[src/rtl/pdc_pkg.sv]
package pdc_pkg;
  localparam int MODE_W = 3;

  typedef enum logic [MODE_W-1:0] {
    PDC_RUN         = 3'd0,
    PDC_DRAIN_LIGHT = 3'd1,
    PDC_LIGHT       = 3'd2,
    PDC_DRAIN_DEEP  = 3'd3,
    PDC_DEEP        = 3'd4
  } pdc_mode_e;
endpackage

[src/rtl/pdc_rst_sync.sv]
module pdc_rst_sync #(
  parameter int STAGES = 2
) (
  input  logic clk,
  input  logic rst_n,
  output logic rst_sync_n
);
  logic [STAGES-1:0] chain_q;

  always_ff @(posedge clk or negedge rst_n) begin
    if (!rst_n) chain_q <= '0;
    else        chain_q <= {chain_q[STAGES-2:0], 1'b1};
  end

  assign rst_sync_n = chain_q[STAGES-1];
endmodule

[src/rtl/pdc_drain_timer.sv]
module pdc_drain_timer #(
  parameter int CNT_W  = 6,
  parameter int SETTLE = 2
) (
  input  logic             clk,
  input  logic             rst_n,
  input  logic             in_drain,
  input  logic             restart,
  input  logic [CNT_W-1:0] pend_cnt,
  input  logic             core_busy,
  output logic             drained
);
  localparam int ZW = (SETTLE > 1) ? $clog2(SETTLE) : 1;
  localparam logic [ZW-1:0] LAST = ZW'(SETTLE - 1);

  logic          idle;
  logic [ZW-1:0] run_q, run_d;
  logic          run_en;

  assign idle    = (pend_cnt == '0) && !core_busy;
  assign drained = in_drain && idle && (run_q == LAST);

  always_comb begin
    run_en = 1'b1;
    run_d  = run_q;
    if (!in_drain || !idle || restart) run_d = '0;
    else if (run_q != LAST)            run_d = run_q + 1'b1;
    else                               run_en = 1'b0;
  end

  always_ff @(posedge clk or negedge rst_n) begin
    if (!rst_n)      run_q <= '0;
    else if (run_en) run_q <= run_d;
  end
endmodule

[src/rtl/pdc_mode_fsm.sv]
module pdc_mode_fsm
  import pdc_pkg::*;
(
  input  logic      clk,
  input  logic      rst_n,
  input  logic      pd_store,
  input  logic      irq_req,
  input  logic      mmio_acc,
  input  logic      deep_req,
  input  logic      drained,
  output pdc_mode_e mode_q,
  output logic      in_drain,
  output logic      mode_chg
);
  pdc_mode_e mode_d;
  logic      wake;

  assign wake = irq_req || mmio_acc;

  always_comb begin
    mode_d = mode_q;
    unique case (mode_q)
      PDC_RUN: begin
        if (deep_req)      mode_d = PDC_DRAIN_DEEP;
        else if (pd_store) mode_d = PDC_DRAIN_LIGHT;
      end
      PDC_DRAIN_LIGHT: begin
        if (deep_req)     mode_d = PDC_DRAIN_DEEP;
        else if (wake)    mode_d = PDC_RUN;
        else if (drained) mode_d = PDC_LIGHT;
      end
      PDC_LIGHT: begin
        if (deep_req)  mode_d = PDC_DRAIN_DEEP;
        else if (wake) mode_d = PDC_RUN;
      end
      PDC_DRAIN_DEEP: begin
        if (!deep_req)    mode_d = PDC_RUN;
        else if (drained) mode_d = PDC_DEEP;
      end
      PDC_DEEP: begin
        if (!deep_req) mode_d = PDC_RUN;
      end
      default: mode_d = PDC_RUN;
    endcase
  end

  assign mode_chg = (mode_d != mode_q);
  assign in_drain = (mode_q == PDC_DRAIN_LIGHT) || (mode_q == PDC_DRAIN_DEEP);

  always_ff @(posedge clk or negedge rst_n) begin
    if (!rst_n)        mode_q <= PDC_RUN;
    else if (mode_chg) mode_q <= mode_d;
  end
endmodule

[src/rtl/pdc_out_dec.sv]
module pdc_out_dec
  import pdc_pkg::*;
(
  input  pdc_mode_e         mode_q,
  output logic              core_clk_en,
  output logic              aon_en,
  output logic [MODE_W-1:0] mode
);
  always_comb begin
    core_clk_en = 1'b1;
    aon_en      = 1'b1;
    unique case (mode_q)
      PDC_LIGHT: core_clk_en = 1'b0;
      PDC_DEEP: begin
        core_clk_en = 1'b0;
        aon_en      = 1'b0;
      end
      default: ;
    endcase
  end

  assign mode = mode_q;
endmodule

[src/rtl/pdc_cpu_pwr_ctrl.sv]
module pdc_cpu_pwr_ctrl
  import pdc_pkg::*;
#(
  parameter int CNT_W       = 6,
  parameter int SETTLE      = 2,
  parameter int SYNC_STAGES = 2
) (
  input  logic             clk,
  input  logic             rst_n,
  input  logic             pd_store,
  input  logic [CNT_W-1:0] pend_cnt,
  input  logic             core_busy,
  input  logic             irq_req,
  input  logic             mmio_acc,
  input  logic             deep_req,
  output logic             core_clk_en,
  output logic             aon_en,
  output logic [2:0]       mode
);
  logic      rst_core_n;
  logic      drained;
  logic      in_drain;
  logic      mode_chg;
  pdc_mode_e mode_q;

  pdc_rst_sync #(.STAGES(SYNC_STAGES)) u_rst (
    .clk(clk), .rst_n(rst_n), .rst_sync_n(rst_core_n)
  );

  pdc_drain_timer #(.CNT_W(CNT_W), .SETTLE(SETTLE)) u_drain (
    .clk(clk), .rst_n(rst_core_n), .in_drain(in_drain), .restart(mode_chg),
    .pend_cnt(pend_cnt), .core_busy(core_busy), .drained(drained)
  );

  pdc_mode_fsm u_fsm (
    .clk(clk), .rst_n(rst_core_n), .pd_store(pd_store), .irq_req(irq_req),
    .mmio_acc(mmio_acc), .deep_req(deep_req), .drained(drained),
    .mode_q(mode_q), .in_drain(in_drain), .mode_chg(mode_chg)
  );

  pdc_out_dec u_dec (
    .mode_q(mode_q), .core_clk_en(core_clk_en), .aon_en(aon_en), .mode(mode)
  );
endmodule

[config.mk]
export PLATFORM = sky130hd
export DESIGN_NAME = pdc_cpu_pwr_ctrl
export DESIGN_NICKNAME = d
export VERILOG_FILES = /design/src/rtl/pdc_pkg.sv /design/src/rtl/pdc_rst_sync.sv /design/src/rtl/pdc_drain_timer.sv /design/src/rtl/pdc_mode_fsm.sv /design/src/rtl/pdc_out_dec.sv /design/src/rtl/pdc_cpu_pwr_ctrl.sv
export SDC_FILE = /design/constraint.sdc
export NUM_CORES = 1
export LEC_CHECK = 0
export BUFFER_PORTS_ARGS = -buffer_cell sky130_fd_sc_hd__buf_2
export CORE_AREA = 2 2 39 41
export CTS_CLUSTER_DIAMETER = 40
export DETAILED_ROUTE_END_ITERATION = 16
export DIE_AREA = 0 0 41 43
export SYNTH_ARGS = -nofsm -noshare
export SYNTH_HDL_FRONTEND = slang
export SYNTH_SLANG_ARGS = --single-unit
[constraint.sdc]
create_clock -name clk -period 1.3 [get_ports clk]
set_input_delay 0.195 -clock clk [delete_from_list [all_inputs] [get_ports clk]]
set_output_delay 0.195 -clock clk [all_outputs]
set_load 0.1 [all_outputs]
# Word level (Yosys, flattened, before mapping)
# Index checks and enable logic that the tools add are counted.
dict set report totals {
  regBits 6
  word_cells 39
  output_inout_bits 5
}
dict set report op_classes {
  add_sub_neg 1
  n_eq_ne 5
  reduce_logical 13
  n_mux 17
}
# op n
set ops {}
lappend ops {{$mux W3} 10}
lappend ops {{$pmux W3 S5} 1}
lappend ops {{$eq A3 B2 Y1 const B} 2}
lappend ops {{$logic_not A6 Y1} 1}
lappend ops {{$mux W1} 6}
lappend ops {{$logic_or A1 B1 Y1} 4}
lappend ops {{$eq A3 B1 Y1 const B} 1}
lappend ops {{$eq A3 B3 Y1 const B} 1}
lappend ops {{$logic_and A1 B1 Y1} 3}
lappend ops {{$logic_not A1 Y1} 3}
lappend ops {{$logic_not A3 Y1} 1}
lappend ops {{$ne A3 B3 Y1} 1}
lappend ops {{$reduce_or A2 Y1} 1}
lappend ops {{$add A1 B1 Y1 const B} 1}

# Depth between registers and ports, before layout
# Gate-level depths: netlist of run 1.
dict set report depth {
  depth_word 11
  ltp_mapped 5
}

# By module
# Synthesis of run 1 repeated with hierarchy kept, for this count alone.
dict set report hier_totals {
  hier_cells 47
  hier_area_um2 405.4
}
# module instances seq_area_each_um2 area_each_um2 cells_per_inst
set modules_own_cells {}
lappend modules_own_cells {pdc_mode_fsm 1 75.1 250.2 31}
lappend modules_own_cells {pdc_drain_timer 1 25.0 56.3 6}
lappend modules_own_cells {pdc_rst_sync 1 50.0 53.8 3}
lappend modules_own_cells {pdc_out_dec 1 0.0 45.0 7}

# Worst setup path before layout of run 1
# Ideal clock, no wire load.
dict set report synth_path {
  kind {reg2reg}
  from {register u_fsm.mode_q[1]}
  to {register u_fsm.mode_q[2]}
  path_slack_ns -1.117
  n_path_buf 1
  period_less_slack_ns 2.417
  setup_time_ns 0.179
  stages_incl_launch_ff 5
  arrival_time_ns 2.238
  path_cell_list {dfrtp_1 -> clkbuf_1 -> nor2_1 -> nand2_1 -> a21boi_0}
}
dict set report synth_via {
  elab_chain_cells 9
  word_cells_on_any_way 20
  classes_between {eq/ne: 5; mux: 11; reduce/logical: 4}
}
# element line_no
set synth_lines {}
lappend synth_lines {{start, declared} pdc_mode_fsm.sv:11} ;# output pdc_mode_e mode_q,
lappend synth_lines {{start signal, assigned} pdc_mode_fsm.sv:52} ;# else if (mode_chg) mode_q <= mode_d;
lappend synth_lines {{$eq A3 B1 Y1 or $eq A3 B2 Y1 (tied branches)} {pdc_mode_fsm.sv:22, pdc_mode_fsm.sv:48}}
lappend synth_lines {{$logic_or A1 B1 Y1} pdc_mode_fsm.sv:48} ;# assign in_drain = (mode_q == PDC_DRAIN_LIGHT) || (mode_q == PDC_DRAIN_DEEP);
lappend synth_lines {{$logic_and A1 B1 Y1 (2 in a row)} pdc_drain_timer.sv:21} ;# assign drained = in_drain && idle && (run_q == LAST);
lappend synth_lines {{$mux W3} pdc_mode_fsm.sv:30} ;# else if (drained) mode_d = PDC_LIGHT;
lappend synth_lines {{$mux W3} pdc_mode_fsm.sv:29} ;# else if (wake) mode_d = PDC_RUN;
lappend synth_lines {{$mux W3} pdc_mode_fsm.sv:28} ;# if (deep_req) mode_d = PDC_DRAIN_DEEP;
lappend synth_lines {{$pmux W3 S5} pdc_mode_fsm.sv:22} ;# unique case (mode_q)
lappend synth_lines {{$ne A3 B3 Y1} pdc_mode_fsm.sv:47} ;# assign mode_chg = (mode_d != mode_q);
# Several ways; a longest one is shown, not always the timed one.
# A chain may end at the register's enable or synchronous reset.

# Worst setup path after layout of run 1
dict set report layout_path {
  from {register u_drain.run_q}
  to {register u_drain.run_q}
}
dict set report layout_via {
  elab_chain_cells 8
  word_cells_on_any_way 14
  classes_between {add/sub: 1; eq/ne: 1; mux: 10; reduce/logical: 2}
}
# element line_no
set layout_lines {}
lappend layout_lines {{start, declared} pdc_drain_timer.sv:17} ;# logic [ZW-1:0] run_q, run_d;
lappend layout_lines {{start signal, assigned} pdc_drain_timer.sv:33} ;# else if (run_en) run_q <= run_d;
lappend layout_lines {{$logic_and A1 B1 Y1} pdc_drain_timer.sv:21}
lappend layout_lines {{$mux W3} pdc_mode_fsm.sv:30}
lappend layout_lines {{$mux W3} pdc_mode_fsm.sv:29}
lappend layout_lines {{$mux W3} pdc_mode_fsm.sv:28}
lappend layout_lines {{$pmux W3 S5} pdc_mode_fsm.sv:22}
lappend layout_lines {{$ne A3 B3 Y1} pdc_mode_fsm.sv:47}
lappend layout_lines {{$logic_or A1 B1 Y1} pdc_drain_timer.sv:26} ;# if (!in_drain || !idle || restart) run_d = '0;
lappend layout_lines {{$mux W1} pdc_drain_timer.sv:26}
# Several ways; a longest one is shown, not always the timed one.

==> impl_results.html, run 1 <==
<table>
<tr><th>Metric</th><th>Value</th></tr>
<tr><th colspan="2">Global routing</th></tr>
<tr><td>Most Crowded Layer GR</td><td>met2</td></tr>
<tr><td>Met1 global-route usage</td><td>0.152</td></tr>
<tr><td>Largest net degree at the start of global routing</td><td>11</td></tr>
<tr><td>Via count of the first global-routing pass</td><td>458</td></tr>
<tr><td>Wire length of the first global-routing pass</td><td>1730 µm</td></tr>
<tr><td>Met3 track demand over resource in global routing</td><td>0.0157</td></tr>
<tr><td>Number of antenna violations at the first check in global routing</td><td>0</td></tr>
<tr><td>Total GRT Usage</td><td>0.146</td></tr>
<tr><td>GR Layer Usage met2</td><td>0.247</td></tr>
<tr><td>Overflow after GRT</td><td>0</td></tr>
<tr><th colspan="2">Power</th></tr>
<tr><td>Total leakage power</td><td>0.381 nW</td></tr>
<tr><td>Max IR drop VDD</td><td>0.00112 V</td></tr>
<tr><td>Final total power</td><td>1.55 mW</td></tr>
<tr><td>Total power density per cell area</td><td>1910 nW/µm²</td></tr>
<tr><th colspan="2">Setup path</th></tr>
<tr><td>Launching element type of the critical path</td><td>flop</td></tr>
<tr><td>Start-to-end type of the worst setup path</td><td>flop to flop</td></tr>
<tr><td>Critical Path Sink Type</td><td>flop</td></tr>
<tr><td>Required time at the worst-slack endpoint</td><td>1430 ps</td></tr>
<tr><td>Largest fanout on the critical path</td><td>3</td></tr>
<tr><td>Worst path arrival time</td><td>approximately 2000 ps</td></tr>
<tr><th colspan="2">Synthesis</th></tr>
<tr><td>Post-synthesis cell type with the largest combined area</td><td>sky130_fd_sc_hd__dfrtp_1</td></tr>
<tr><td>Yosys top cell area share</td><td>0.395</td></tr>
<tr><td>Register area share after synthesis</td><td>0.395</td></tr>
<tr><td>Number of enable flip-flop cells after synthesis</td><td>0</td></tr>
<tr><td>Number of warning messages in the yosys log</td><td>0</td></tr>
<tr><td>Net count after synthesis</td><td>53</td></tr>
<tr><td>Average instance area after synthesis</td><td>about 9.5 µm²</td></tr>
<tr><td>Main synth FF type</td><td>sky130_fd_sc_hd__dfrtp_1</td></tr>
<tr><td>Library cells used by synthesis</td><td>26</td></tr>
<tr><td>Count of state elements after synthesis</td><td>6</td></tr>
<tr><td>Ranking of synthesized cells by area</td><td>sky130_fd_sc_hd__dfrtp_1, sky130_fd_sc_hd__or4b_4, sky130_fd_sc_hd__a21oi_1</td></tr>
<tr><td>Proportion of synthesized flip-flops having asynchronous set or reset</td><td>1.00</td></tr>
<tr><td>Cells after synthesis</td><td>40</td></tr>
<tr><td>Total standard cell area after synthesis</td><td>380 µm²</td></tr>
<tr><th colspan="2">Layout</th></tr>
<tr><td>Antenna Cells</td><td>0</td></tr>
<tr><td>Area growth from synthesis to layout</td><td>114%</td></tr>
<tr><td>Fraction of final layout cells with drive strength greater than 1</td><td>0.679</td></tr>
<tr><td>Filler instances</td><td>118</td></tr>
<tr><td>Final core area utilization</td><td>0.588</td></tr>
<tr><td>Final-stage net count</td><td>92</td></tr>
<tr><th colspan="2">Routing</th></tr>
<tr><td>Number of search-and-repair iterations in the first detailed-routing pass</td><td>4</td></tr>
<tr><td>Antenna Violating Nets Remaining</td><td>0</td></tr>
<tr><td>Via density per instance</td><td>5.02</td></tr>
<tr><td>DRC violation count after routing</td><td>0</td></tr>
<tr><td>Total via count in the routed design</td><td>472</td></tr>
<tr><td>Post-Route WL</td><td>about 1100 µm</td></tr>
<tr><td>Routed WL per cell</td><td>between 10 and 15 µm</td></tr>
<tr><td>Count of routing violations after the opening detailed-route iteration</td><td>3</td></tr>
<tr><th colspan="2">Floorplan</th></tr>
<tr><td># IOs</td><td>18</td></tr>
<tr><td>Starting utilization of the core area</td><td>0.275</td></tr>
<tr><td>Die ar.</td><td>1760 µm²</td></tr>
<tr><td>Floorplan core area</td><td>~1400 µm²</td></tr>
<tr><td>Vert. Die Dim</td><td>43 µm</td></tr>
<tr><td>X dimension of the die</td><td>slightly above 40 µm</td></tr>
<tr><td>Row count</td><td>14</td></tr>
<tr><th colspan="2">Clock tree</th></tr>
<tr><td>Clock insertion delay at the later pin of the skew report</td><td>240 ps</td></tr>
<tr><td>Deepest clock path buffer count</td><td>2</td></tr>
<tr><td>TritonCTS clock tree</td><td>yes</td></tr>
<tr><td>TritonCTS buffer count</td><td>3</td></tr>
<tr><td>Number of levels the H-tree was split into</td><td>1</td></tr>
<tr><td>Clock slew at reported path FFs</td><td>50 ps</td></tr>
<tr><td>Clock Sink Count</td><td>6</td></tr>
<tr><td>Buffer type at the clock tree root</td><td>sky130_fd_sc_hd__clkbuf_4</td></tr>
<tr><th colspan="2">STA</th></tr>
<tr><td>Post-route clock skew</td><td>between 9 and 10 ps</td></tr>
<tr><td>Final Critical Period</td><td>1850 ps</td></tr>
<tr><td>Total Negative Setup Slacks</td><td>-1430 ps</td></tr>
<tr><td>Final number of max-transition violations</td><td>0</td></tr>
<tr><td>Final period utilization</td><td>1.42</td></tr>
<tr><td>Total of endpoints with negative setup slack in the final report</td><td>8</td></tr>
<tr><td>Final WS setup</td><td>-549 ps</td></tr>
<tr><td>Final hold violations</td><td>0</td></tr>
<tr><td>Unrepaired setup endpoints after global routing</td><td>true</td></tr>
<tr><td>FMAX</td><td>about 0.54 GHz</td></tr>
<tr><th colspan="2">Min path</th></tr>
<tr><td>Path type of the worst min-delay path</td><td>flop to async pin</td></tr>
<tr><th colspan="2">Placement</th></tr>
<tr><td>Count of buffers inserted at the top-level ports</td><td>17</td></tr>
<tr><td>Detailed placer's ending HPWL</td><td>between 700 and 800 µm</td></tr>
<tr><td>Gp weighted congestion</td><td>~0.74</td></tr>
<tr><th colspan="2">Status</th></tr>
<tr><td>Run status</td><td>finished with violations</td></tr>
<tr><td>Failing checks</td><td>negative setup slack</td></tr>
<tr><th colspan="2">Run</th></tr>
<tr><td>Number of max-cap violations</td><td>0</td></tr>
</table>
## per-stage QoR
step	std cells	hold slack, ps	area, µm²	setup WS, ps
floorplan	40	-101	422	-668
global placement	79	-19.6	619	-565
detailed placement	79	-16.2	619	-597
CTS	89	49.6	752	-540
global route	94	60.6	813	-587
finish	94	42.1	813	-549
## repair_timing
item                       CTS  global route
pin swaps                    2             1
hold endpoints to repair     2             0
buffers inserted             5             5
setup endpoints to repair    6             8
resized for setup           16             5
hold buffers                 1             0
## critical path: stages, from the launching register on
cell and delay [ps]:
sky130_fd_sc_hd__dfrtp_1 350, sky130_fd_sc_hd__or4b_4 470, sky130_fd_sc_hd__or4b_4 500, sky130_fd_sc_hd__and4_1 170
sky130_fd_sc_hd__o2111a_1 230
## worst paths after layout
path,startpoint,endpoint,slack [ps],depth (start not counted)
max in group asynchronous,rst_n,u_rst.chain_q[1],930,2
min in group clk,pend_cnt[0],u_drain.run_q,240,3
worst max register to register,u_drain.run_q,u_drain.run_q,-550,4
worst min-delay path,u_rst.chain_q[1],u_drain.run_q,40,0
worst min register to register,u_rst.chain_q[1],u_drain.run_q,40,0
worst max-delay path,u_drain.run_q,u_drain.run_q,-550,4
## synth_stat cells, drive strengths merged, types with 2 or more instances
master / number
a31oi: 2
nor2: 3
nand2b: 2
or4b: 2
clkbuf: 2
a21oi: 3
dfrtp: 6
o21ai: 2
a21boi: 2
## area by class of cell
| cell class | count | area, µm² | area share |
|---|---|---|---|
| inverter | 1 | 3.75 | 0.00462 |
| multi-input combinational | 31 | 273 | 0.335 |
| clock buffer | 4 | 26.3 | 0.0323 |
| tap | 16 | 20.0 | 0.0246 |
| sequential | 6 | 159 | 0.195 |
| timing repair buffer | 36 | 332 | 0.408 |
## layout by cell type (no fill, tap or decap), types with 2 or more instances in the layout
| cell type | n |
|---|---|
| sky130_fd_sc_hd__dfrtp_4 | 2 |
| sky130_fd_sc_hd__buf_6 | 5 |
| sky130_fd_sc_hd__or4b_4 | 2 |
| sky130_fd_sc_hd__buf_4 | 12 |
| sky130_fd_sc_hd__a21oi_1 | 3 |
| sky130_fd_sc_hd__nor2_4 | 2 |
| sky130_fd_sc_hd__clkbuf_4 | 3 |
| sky130_fd_sc_hd__buf_2 | 12 |
| sky130_fd_sc_hd__dfrtp_1 | 3 |
| sky130_fd_sc_hd__a31oi_1 | 2 |
| sky130_fd_sc_hd__buf_12 | 5 |
## flip-flops by register name, summed over array words and instances (netlist names)
name           flops
u_drain.run_q      1
u_rst.chain_q      2
u_fsm.mode_q       3
## logic make-up after synthesis
| logic type | Yosys count | synth area share |
|---|---|---|
| simple gates | 16 | 0.309 |
| buf+inv | 3 | 0.0296 |
| compound gates | 13 | 0.234 |
| flops | 6 | 0.395 |
| xor+xnor | 1 | 0.0230 |
| other cells | 1 | 0.00986 |
## report_power, final
part | total (mW) | switching [mW] | internal (mW)
clock | 0.181 | 0.0647 | 0.116
combinational | 1.10 | 0.631 | 0.469
sequential | 0.270 | 0.0358 | 0.235
## per-layer routing
metal,vias up,share of wire
met3,2,0.053
met5,-,0
li1,233,-
met1,219,0.39
met4,0,0.019
met2,18,0.54
(Power assumes the default switching activity.)
==> inputs of run 2 (changes only) <==
==> constraint.sdc (replaced) <==
create_clock -name clk -period 1.3 [get_ports clk]
set_input_delay 0.065 -clock clk [delete_from_list [all_inputs] [get_ports clk]]
set_output_delay 0.065 -clock clk [all_outputs]
set_load 0.1 [all_outputs]
==> run 2 against run 1 <==
Effect of this change:
- the flow still finishes with violations (negative setup slack)
- global-route usage fell by 0.087 points
- combinational power fell by 6%
- non-clock buffer count fell by 8
- sequential share of layout area rose by 2.2 points
- clock-buffer cell count did not move
- total power fell by 4.8%
- die area did not move
- utilization fell by 5.9 points
- worst hold slack improved by 2.8 ps
- critical endpoint unchanged
- highest routed layer unchanged
==> impl_results.html, run 2 (synthesis results as in run 1) <==
<table>
<tr><th>Metric</th><th>Value</th></tr>
<tr><th colspan="2">Status</th></tr>
<tr><td>Run status</td><td>finished with violations (unchanged)</td></tr>
<tr><td>Failing checks</td><td>negative setup slack (unchanged)</td></tr>
<tr><th colspan="2">STA</th></tr>
<tr><td>Total Negative Setup Slacks</td><td>-1110 ps (was -1430 ps)</td></tr>
<tr><td>Final number of max-transition violations</td><td>0 (unchanged)</td></tr>
<tr><td>Final Critical Period</td><td>1820 ps (was 1850 ps)</td></tr>
<tr><td>Final period utilization</td><td>1.40 (was 1.42)</td></tr>
<tr><td>FMAX</td><td>0.549 GHz (was 0.541 GHz)</td></tr>
<tr><td>Final hold violations</td><td>0 (unchanged)</td></tr>
<tr><td>Total of endpoints with negative setup slack in the final report</td><td>6 (was 8)</td></tr>
<tr><td>Post-route clock skew</td><td>6.22 ps (was 9.53 ps)</td></tr>
<tr><td>Final WS setup</td><td>-521 ps (was -549 ps)</td></tr>
<tr><td>Unrepaired setup endpoints after global routing</td><td>true (unchanged)</td></tr>
<tr><th colspan="2">Run</th></tr>
<tr><td>Number of max-cap violations</td><td>0 (unchanged)</td></tr>
<tr><th colspan="2">Clock tree</th></tr>
<tr><td>Buffer type at the clock tree root</td><td>sky130_fd_sc_hd__clkbuf_4 (unchanged)</td></tr>
<tr><td>TritonCTS buffer count</td><td>3 (unchanged)</td></tr>
<tr><td>Deepest clock path buffer count</td><td>2 (unchanged)</td></tr>
<tr><td>Number of levels the H-tree was split into</td><td>1 (unchanged)</td></tr>
<tr><td>Clock insertion delay at the later pin of the skew report</td><td>240 ps (about the same)</td></tr>
<tr><td>Clock slew at reported path FFs</td><td>50 ps (about the same)</td></tr>
<tr><td>Clock Sink Count</td><td>6 (unchanged)</td></tr>
<tr><td>TritonCTS clock tree</td><td>yes (unchanged)</td></tr>
<tr><th colspan="2">Setup path</th></tr>
<tr><td>Launching element type of the critical path</td><td>flop (unchanged)</td></tr>
<tr><td>Largest fanout on the critical path</td><td>3 (unchanged)</td></tr>
<tr><td>Critical Path Sink Type</td><td>flop (unchanged)</td></tr>
<tr><td>Worst setup path startpoint</td><td>u_fsm.mode_q[1] (was u_drain.run_q)</td></tr>
<tr><td>Beginning of the worst register-to-register path</td><td>u_fsm.mode_q[1] (was u_drain.run_q)</td></tr>
<tr><td>Required time at the worst-slack endpoint</td><td>1420 ps (was 1430 ps)</td></tr>
<tr><td>Start-to-end type of the worst setup path</td><td>flop to flop (unchanged)</td></tr>
<tr><td>Worst reg-to-reg path cell count</td><td>4 (unchanged)</td></tr>
<tr><td>Worst path arrival time</td><td>1940 ps (was 1980 ps)</td></tr>
<tr><th colspan="2">Routing</th></tr>
<tr><td>Total via count in the routed design</td><td>427 (was 472)</td></tr>
<tr><td>DRC violation count after routing</td><td>0 (unchanged)</td></tr>
<tr><td>Count of routing violations after the opening detailed-route iteration</td><td>5 (was 3)</td></tr>
<tr><td>Routed WL per cell</td><td>11.7 µm (about the same)</td></tr>
<tr><td>Via density per instance</td><td>4.97 (was 5.02)</td></tr>
<tr><td>Antenna Violating Nets Remaining</td><td>0 (unchanged)</td></tr>
<tr><td>Post-Route WL</td><td>1010 µm (was 1100 µm)</td></tr>
<tr><td>Number of search-and-repair iterations in the first detailed-routing pass</td><td>4 (unchanged)</td></tr>
<tr><th colspan="2">Placement</th></tr>
<tr><td>Detailed placer's ending HPWL</td><td>798 µm (was 717 µm)</td></tr>
<tr><td>Gp weighted congestion</td><td>0.745 (was 0.739)</td></tr>
<tr><td>Post-Place Setup Slack</td><td>-515 ps (was -597 ps)</td></tr>
<tr><td>Count of buffers inserted at the top-level ports</td><td>17 (unchanged)</td></tr>
<tr><td>Cell total after placement</td><td>79 (unchanged)</td></tr>
<tr><th colspan="2">Power</th></tr>
<tr><td>Max IR drop VDD</td><td>0.000951 V (was 0.00112 V)</td></tr>
<tr><td>Total power density per cell area</td><td>2020 nW/µm² (was 1910 nW/µm²)</td></tr>
<tr><td>Total leakage power</td><td>0.322 nW (was 0.381 nW)</td></tr>
<tr><th colspan="2">Min path</th></tr>
<tr><td>Path type of the worst min-delay path</td><td>flop to async pin (unchanged)</td></tr>
<tr><th colspan="2">Layout</th></tr>
<tr><td>Most frequent standard cell in the layout excluding fill and tap cells</td><td>sky130_fd_sc_hd__buf_2</td></tr>
<tr><td>Filler instances</td><td>128 (was 118)</td></tr>
<tr><td>Fraction of final layout cells with drive strength greater than 1</td><td>0.629 (was 0.679)</td></tr>
<tr><td>Number of cells in the finished layout apart from fillers</td><td>86 (was 94)</td></tr>
<tr><td>Largest registers</td><td>u_fsm.mode_q: 3 flops, u_rst.chain_q: 2 flops, u_drain.run_q: 1 flops (unchanged)</td></tr>
<tr><td>Commonest non-fill, non-tap cells in the layout</td><td>sky130_fd_sc_hd__buf_2, sky130_fd_sc_hd__buf_4, sky130_fd_sc_hd__buf_12 (was sky130_fd_sc_hd__buf_2, sky130_fd_sc_hd__buf_4, sky130_fd_sc_hd__buf_12, sky130_fd_sc_hd__buf_6)</td></tr>
<tr><td>Area of the multi-input gates</td><td>262 µm² (was 273 µm²)</td></tr>
<tr><td>Area used by sequential logic in the layout</td><td>159 µm² (unchanged)</td></tr>
<tr><td>Area growth from synthesis to layout</td><td>92.4% (was 114%)</td></tr>
<tr><td>Top register by number of flip-flops</td><td>u_fsm.mode_q (unchanged)</td></tr>
<tr><td>Number of flip-flops under the largest register name</td><td>3 (unchanged)</td></tr>
<tr><td>Antenna Cells</td><td>0 (unchanged)</td></tr>
<tr><td>Final-stage net count</td><td>84 (was 92)</td></tr>
<tr><th colspan="2">Global routing</th></tr>
<tr><td>Wire length of the first global-routing pass</td><td>1660 µm (was 1730 µm)</td></tr>
<tr><td>Via count of the first global-routing pass</td><td>439 (was 458)</td></tr>
<tr><td>Total GRT Usage</td><td>0.145 (was 0.146)</td></tr>
<tr><td>Largest net degree at the start of global routing</td><td>13 (was 11)</td></tr>
<tr><td>Overflow after GRT</td><td>0 (unchanged)</td></tr>
<tr><td>Number of antenna violations at the first check in global routing</td><td>0 (unchanged)</td></tr>
<tr><th colspan="2">Floorplan</th></tr>
<tr><td>Die ar.</td><td>1760 µm² (unchanged)</td></tr>
<tr><td>Vert. Die Dim</td><td>43 µm (unchanged)</td></tr>
<tr><td>X dimension of the die</td><td>41 µm (unchanged)</td></tr>
<tr><td>Row count</td><td>14 (unchanged)</td></tr>
<tr><td>Starting utilization of the core area</td><td>0.275 (unchanged)</td></tr>
<tr><td>Floorplan core area</td><td>1380 µm² (unchanged)</td></tr>
<tr><td># IOs</td><td>18 (unchanged)</td></tr>
</table>
[run 2: worst max-delay path, cell delays in order, from the launching register on]
cell	delay, ps
sky130_fd_sc_hd__dfrtp_4	490
sky130_fd_sc_hd__nor3_1	310
sky130_fd_sc_hd__or4b_4	510
sky130_fd_sc_hd__and4_1	170
sky130_fd_sc_hd__o2111a_1	230
[run 2: repair_timing]
item,CTS,global route
endpoints found under the setup margin,6,6
hold endpoints to repair,2,0
hold buffers,1,0
setup buffers,1,2
pin swaps,1,2
resized for setup,11,6
[run 2: final cells by class]
type,count,share of cell area
repair buffers,28,0.357
inverters,1,0.00513
clock buffers,4,0.0359
well taps,16,0.0274
flip-flops and latches,6,0.217
multi-input cells,31,0.357
[run 2: worst paths after layout]
path	slack, ps	to
worst max-delay path	-520	u_drain.run_q
worst min-delay path	40	u_fsm.mode_q[2]
worst max register to register	-520	u_drain.run_q
worst min register to register	40	u_fsm.mode_q[2]
max in group asynchronous	1060	u_rst.chain_q[1]
min in group clk	130	u_drain.run_q
[run 2: metal layers]
metal  global-route usage  part of all wire  up-vias  wire (µm)
met3               0.0314             0.040        2         40
met5                    0                 0        -          0
met1                0.146              0.39      201        394
li1                     -                 -      213          -
met4                0.107             0.024        0         24
met2                0.241              0.54       11        548
[run 2: report_power, final]
part	internal [mW]	switching [mW]
sequential	0.235	0.0368
combinational	0.423	0.607
clock	0.116	0.0601
[run 2: per-stage QoR]
stage               total power [mW]  area [µm²]  utilization  hold WS, ps
CTS                             1.45         703        0.508         50.2
finish                          1.48         732        0.529         44.9
detailed placement              1.22         619        0.448         -147
floorplan                      0.882         422            -         -231
global placement                1.21         619        0.448         -149
global route                    1.56         732        0.529         65.4
==> inputs of run 3 (changes only) <==
clock period = 1.6 ns   (was 1.3 ns; I/O delays follow)
==> run 3 against run 2 <==
Effect of this change:
- the run still ends with negative setup slack left
- clock-buffer cell count unchanged
- setup slack improved by 280 ps
- routed wire length decreased by 3.3%
- fmax decreased by 0.84%
- total power decreased by 29%
- critical path depth unchanged
- global-route usage decreased by 2.0 points
- clock skew increased by 5.2 ps
- critical path type unchanged
- highest routed layer is now met3
==> impl_results.html, run 3 (synthesis results as in run 1) <==
<table>
<tr><th>Metric</th><th>Value</th></tr>
<tr><th colspan="2">Routing</th></tr>
<tr><td>Total via count in the routed design</td><td>428 (was 427)</td></tr>
<tr><td>Antenna Violating Nets Remaining</td><td>0 (unchanged)</td></tr>
<tr><td>Count of routing violations after the opening detailed-route iteration</td><td>0 (was 5)</td></tr>
<tr><td>Via density per instance</td><td>5.04 (was 4.97)</td></tr>
<tr><td>DRC violation count after routing</td><td>0 (unchanged)</td></tr>
<tr><td>Number of search-and-repair iterations in the first detailed-routing pass</td><td>1 (was 4)</td></tr>
<tr><td>Post-Route WL</td><td>975 µm (was 1010 µm)</td></tr>
<tr><td>Routed WL per cell</td><td>11.5 µm (was 11.7 µm)</td></tr>
<tr><th colspan="2">Floorplan</th></tr>
<tr><td>Floorplan core area</td><td>1380 µm² (unchanged)</td></tr>
<tr><td>Die ar.</td><td>1760 µm² (unchanged)</td></tr>
<tr><td># IOs</td><td>18 (unchanged)</td></tr>
<tr><td>Starting utilization of the core area</td><td>0.275 (unchanged)</td></tr>
<tr><td>X dimension of the die</td><td>41 µm (unchanged)</td></tr>
<tr><td>Row count</td><td>14 (unchanged)</td></tr>
<tr><td>Vert. Die Dim</td><td>43 µm (unchanged)</td></tr>
<tr><th colspan="2">Clock tree</th></tr>
<tr><td>TritonCTS clock tree</td><td>yes (unchanged)</td></tr>
<tr><td>Number of levels the H-tree was split into</td><td>1 (unchanged)</td></tr>
<tr><td>Clock slew at reported path FFs</td><td>50 ps (about the same)</td></tr>
<tr><td>TritonCTS buffer count</td><td>3 (unchanged)</td></tr>
<tr><td>Buffer type at the clock tree root</td><td>sky130_fd_sc_hd__clkbuf_4 (unchanged)</td></tr>
<tr><td>Clock Sink Count</td><td>6 (unchanged)</td></tr>
<tr><td>Clock insertion delay at the later pin of the skew report</td><td>240 ps (about the same)</td></tr>
<tr><td>Deepest clock path buffer count</td><td>2 (unchanged)</td></tr>
<tr><th colspan="2">STA</th></tr>
<tr><td>Final WS setup</td><td>-236 ps (was -521 ps)</td></tr>
<tr><td>FMAX</td><td>0.545 GHz (was 0.549 GHz)</td></tr>
<tr><td>Unrepaired setup endpoints after global routing</td><td>true (unchanged)</td></tr>
<tr><td>Final hold violations</td><td>0 (unchanged)</td></tr>
<tr><td>Post-route clock skew</td><td>11.4 ps (was 6.22 ps)</td></tr>
<tr><td>Final number of max-transition violations</td><td>0 (unchanged)</td></tr>
<tr><td>Total of endpoints with negative setup slack in the final report</td><td>1 (was 6)</td></tr>
<tr><td>Final period utilization</td><td>1.15 (was 1.40)</td></tr>
<tr><td>Final Critical Period</td><td>1840 ps (was 1820 ps)</td></tr>
<tr><td>Total Negative Setup Slacks</td><td>-236 ps (was -1110 ps)</td></tr>
<tr><th colspan="2">Global routing</th></tr>
<tr><td>Via count of the first global-routing pass</td><td>412 (was 439)</td></tr>
<tr><td>Largest net degree at the start of global routing</td><td>13 (unchanged)</td></tr>
<tr><td>Overflow after GRT</td><td>0 (unchanged)</td></tr>
<tr><td>Total GRT Usage</td><td>0.125 (was 0.145)</td></tr>
<tr><td>Wire length of the first global-routing pass</td><td>1520 µm (was 1660 µm)</td></tr>
<tr><td>Number of antenna violations at the first check in global routing</td><td>0 (unchanged)</td></tr>
<tr><th colspan="2">Setup path</th></tr>
<tr><td>Start-to-end type of the worst setup path</td><td>flop to flop (unchanged)</td></tr>
<tr><td>Critical Path Sink Type</td><td>flop (unchanged)</td></tr>
<tr><td>Largest fanout on the critical path</td><td>3 (unchanged)</td></tr>
<tr><td>Worst path arrival time</td><td>1950 ps (was 1940 ps)</td></tr>
<tr><td>Beginning of the worst register-to-register path</td><td>u_drain.run_q (was u_fsm.mode_q[1])</td></tr>
<tr><td>Launching element type of the critical path</td><td>flop (unchanged)</td></tr>
<tr><td>Worst setup path startpoint</td><td>u_drain.run_q (was u_fsm.mode_q[1])</td></tr>
<tr><td>Required time at the worst-slack endpoint</td><td>1720 ps (was 1420 ps)</td></tr>
<tr><th colspan="2">Status</th></tr>
<tr><td>Run status</td><td>finished with violations (unchanged)</td></tr>
<tr><td>Failing checks</td><td>negative setup slack (unchanged)</td></tr>
<tr><th colspan="2">Layout</th></tr>
<tr><td>Final core area utilization</td><td>0.447 (was 0.529)</td></tr>
<tr><td>Commonest non-fill, non-tap cells in the layout</td><td>sky130_fd_sc_hd__buf_2, sky130_fd_sc_hd__buf_4 (was sky130_fd_sc_hd__buf_2, sky130_fd_sc_hd__buf_4, sky130_fd_sc_hd__buf_12)</td></tr>
<tr><td>Number of cells in the finished layout apart from fillers</td><td>85 (was 86)</td></tr>
<tr><td>Area growth from synthesis to layout</td><td>62.5% (was 92.4%)</td></tr>
<tr><td>Top register by number of flip-flops</td><td>u_fsm.mode_q (unchanged)</td></tr>
<tr><td>Antenna Cells</td><td>0 (unchanged)</td></tr>
<tr><td>Final-stage net count</td><td>83 (was 84)</td></tr>
<tr><td>Number of flip-flops under the largest register name</td><td>3 (unchanged)</td></tr>
<tr><td>Most frequent standard cell in the layout excluding fill and tap cells</td><td>sky130_fd_sc_hd__buf_2 (unchanged)</td></tr>
<tr><td>Largest registers</td><td>u_fsm.mode_q: 3 flops, u_rst.chain_q: 2 flops, u_drain.run_q: 1 flops (unchanged)</td></tr>
<tr><td>Fraction of final layout cells with drive strength greater than 1</td><td>0.551 (was 0.629)</td></tr>
<tr><th colspan="2">Min path</th></tr>
<tr><td>Path type of the worst min-delay path</td><td>flop to async pin (unchanged)</td></tr>
<tr><th colspan="2">Run</th></tr>
<tr><td>Number of max-cap violations</td><td>0 (unchanged)</td></tr>
<tr><th colspan="2">Placement</th></tr>
<tr><td>Count of buffers inserted at the top-level ports</td><td>17 (unchanged)</td></tr>
<tr><td>Cell total after placement</td><td>78 (was 79)</td></tr>
<tr><td>Gp weighted congestion</td><td>0.761 (was 0.745)</td></tr>
<tr><td>Detailed placer's ending HPWL</td><td>762 µm (was 798 µm)</td></tr>
<tr><th colspan="2">Power</th></tr>
<tr><td>Total power density per cell area</td><td>1690 nW/µm² (was 2020 nW/µm²)</td></tr>
<tr><td>Final total power</td><td>1.04 mW (was 1.48 mW)</td></tr>
<tr><td>Total leakage power</td><td>0.288 nW (was 0.322 nW)</td></tr>
<tr><td>Max IR drop VDD</td><td>0.00100 V (was 0.000951 V)</td></tr>
</table>
## run 3: worst paths after layout
check / endpoint / slack, ps / cells after the start
max: u_drain.run_q / -240 / 4
min reg2reg: u_fsm.mode_q[2] / 40 / 0
max reg2reg: u_drain.run_q / -240 / 4
min: u_fsm.mode_q[2] / 40 / 0
min in group clk: u_drain.run_q / 130 / 3
max in group asynchronous: u_rst.chain_q[1] / 1350 / 2
## run 3: cell type report
class / count / area, µm²
clock buffers: 4 / 26.3
repair buffers: 27 / 178
well taps: 16 / 20.0
fillers: 135 / 766
flip-flops and latches: 6 / 159
inverters: 1 / 3.75
multi-input cells: 31 / 231
## run 3: power by group
group / leakage [nW] / total (mW) / switching (mW) / internal (mW)
logic: 0.203 / 0.682 / 0.461 / 0.221
registers: 0.0705 / 0.214 / 0.0234 / 0.190
clock network: 0.0150 / 0.146 / 0.0515 / 0.0942
## run 3: critical path: stages (launching register included)
cell and delay [ps]:
sky130_fd_sc_hd__dfrtp_1 350, sky130_fd_sc_hd__or4b_4 470, sky130_fd_sc_hd__or4b_4 500, sky130_fd_sc_hd__and4_1 170
sky130_fd_sc_hd__o2111a_1 220
## run 3: routing by layer
| layer | wire length (µm) | up-vias | GRT usage |
|---|---|---|---|
| met5 | 0 | - | 0 |
| met4 | 0 | 0 | 0.0933 |
| met3 | 48 | 0 | 0.0157 |
| met2 | 514 | 10 | 0.216 |
| met1 | 413 | 205 | 0.123 |
| li1 | - | 213 | - |
## run 3: timing repair
| action | 4_1_cts | 5_1_grt |
|---|---|---|
| cloned | 0 | 0 |
| resized for setup | 0 | 1 |
| setup buffers | 1 | 1 |
| endpoints found under the hold margin | 2 | 0 |
| endpoints found under the setup margin | 1 | 2 |
| hold buffers | 1 | 0 |
## run 3: through the flow
stage / hold WS [ps] / setup WS, ps / instance area [µm²]
6_report: 38.3 / -236 / 618
3_3_place_gp: -134 / -196 / 567
4_1_cts: 45.2 / -210 / 611
2_1_floorplan: -216 / -368 / 412
3_5_place_dp: -134 / -236 / 567
5_1_grt: 60.8 / -267 / 618
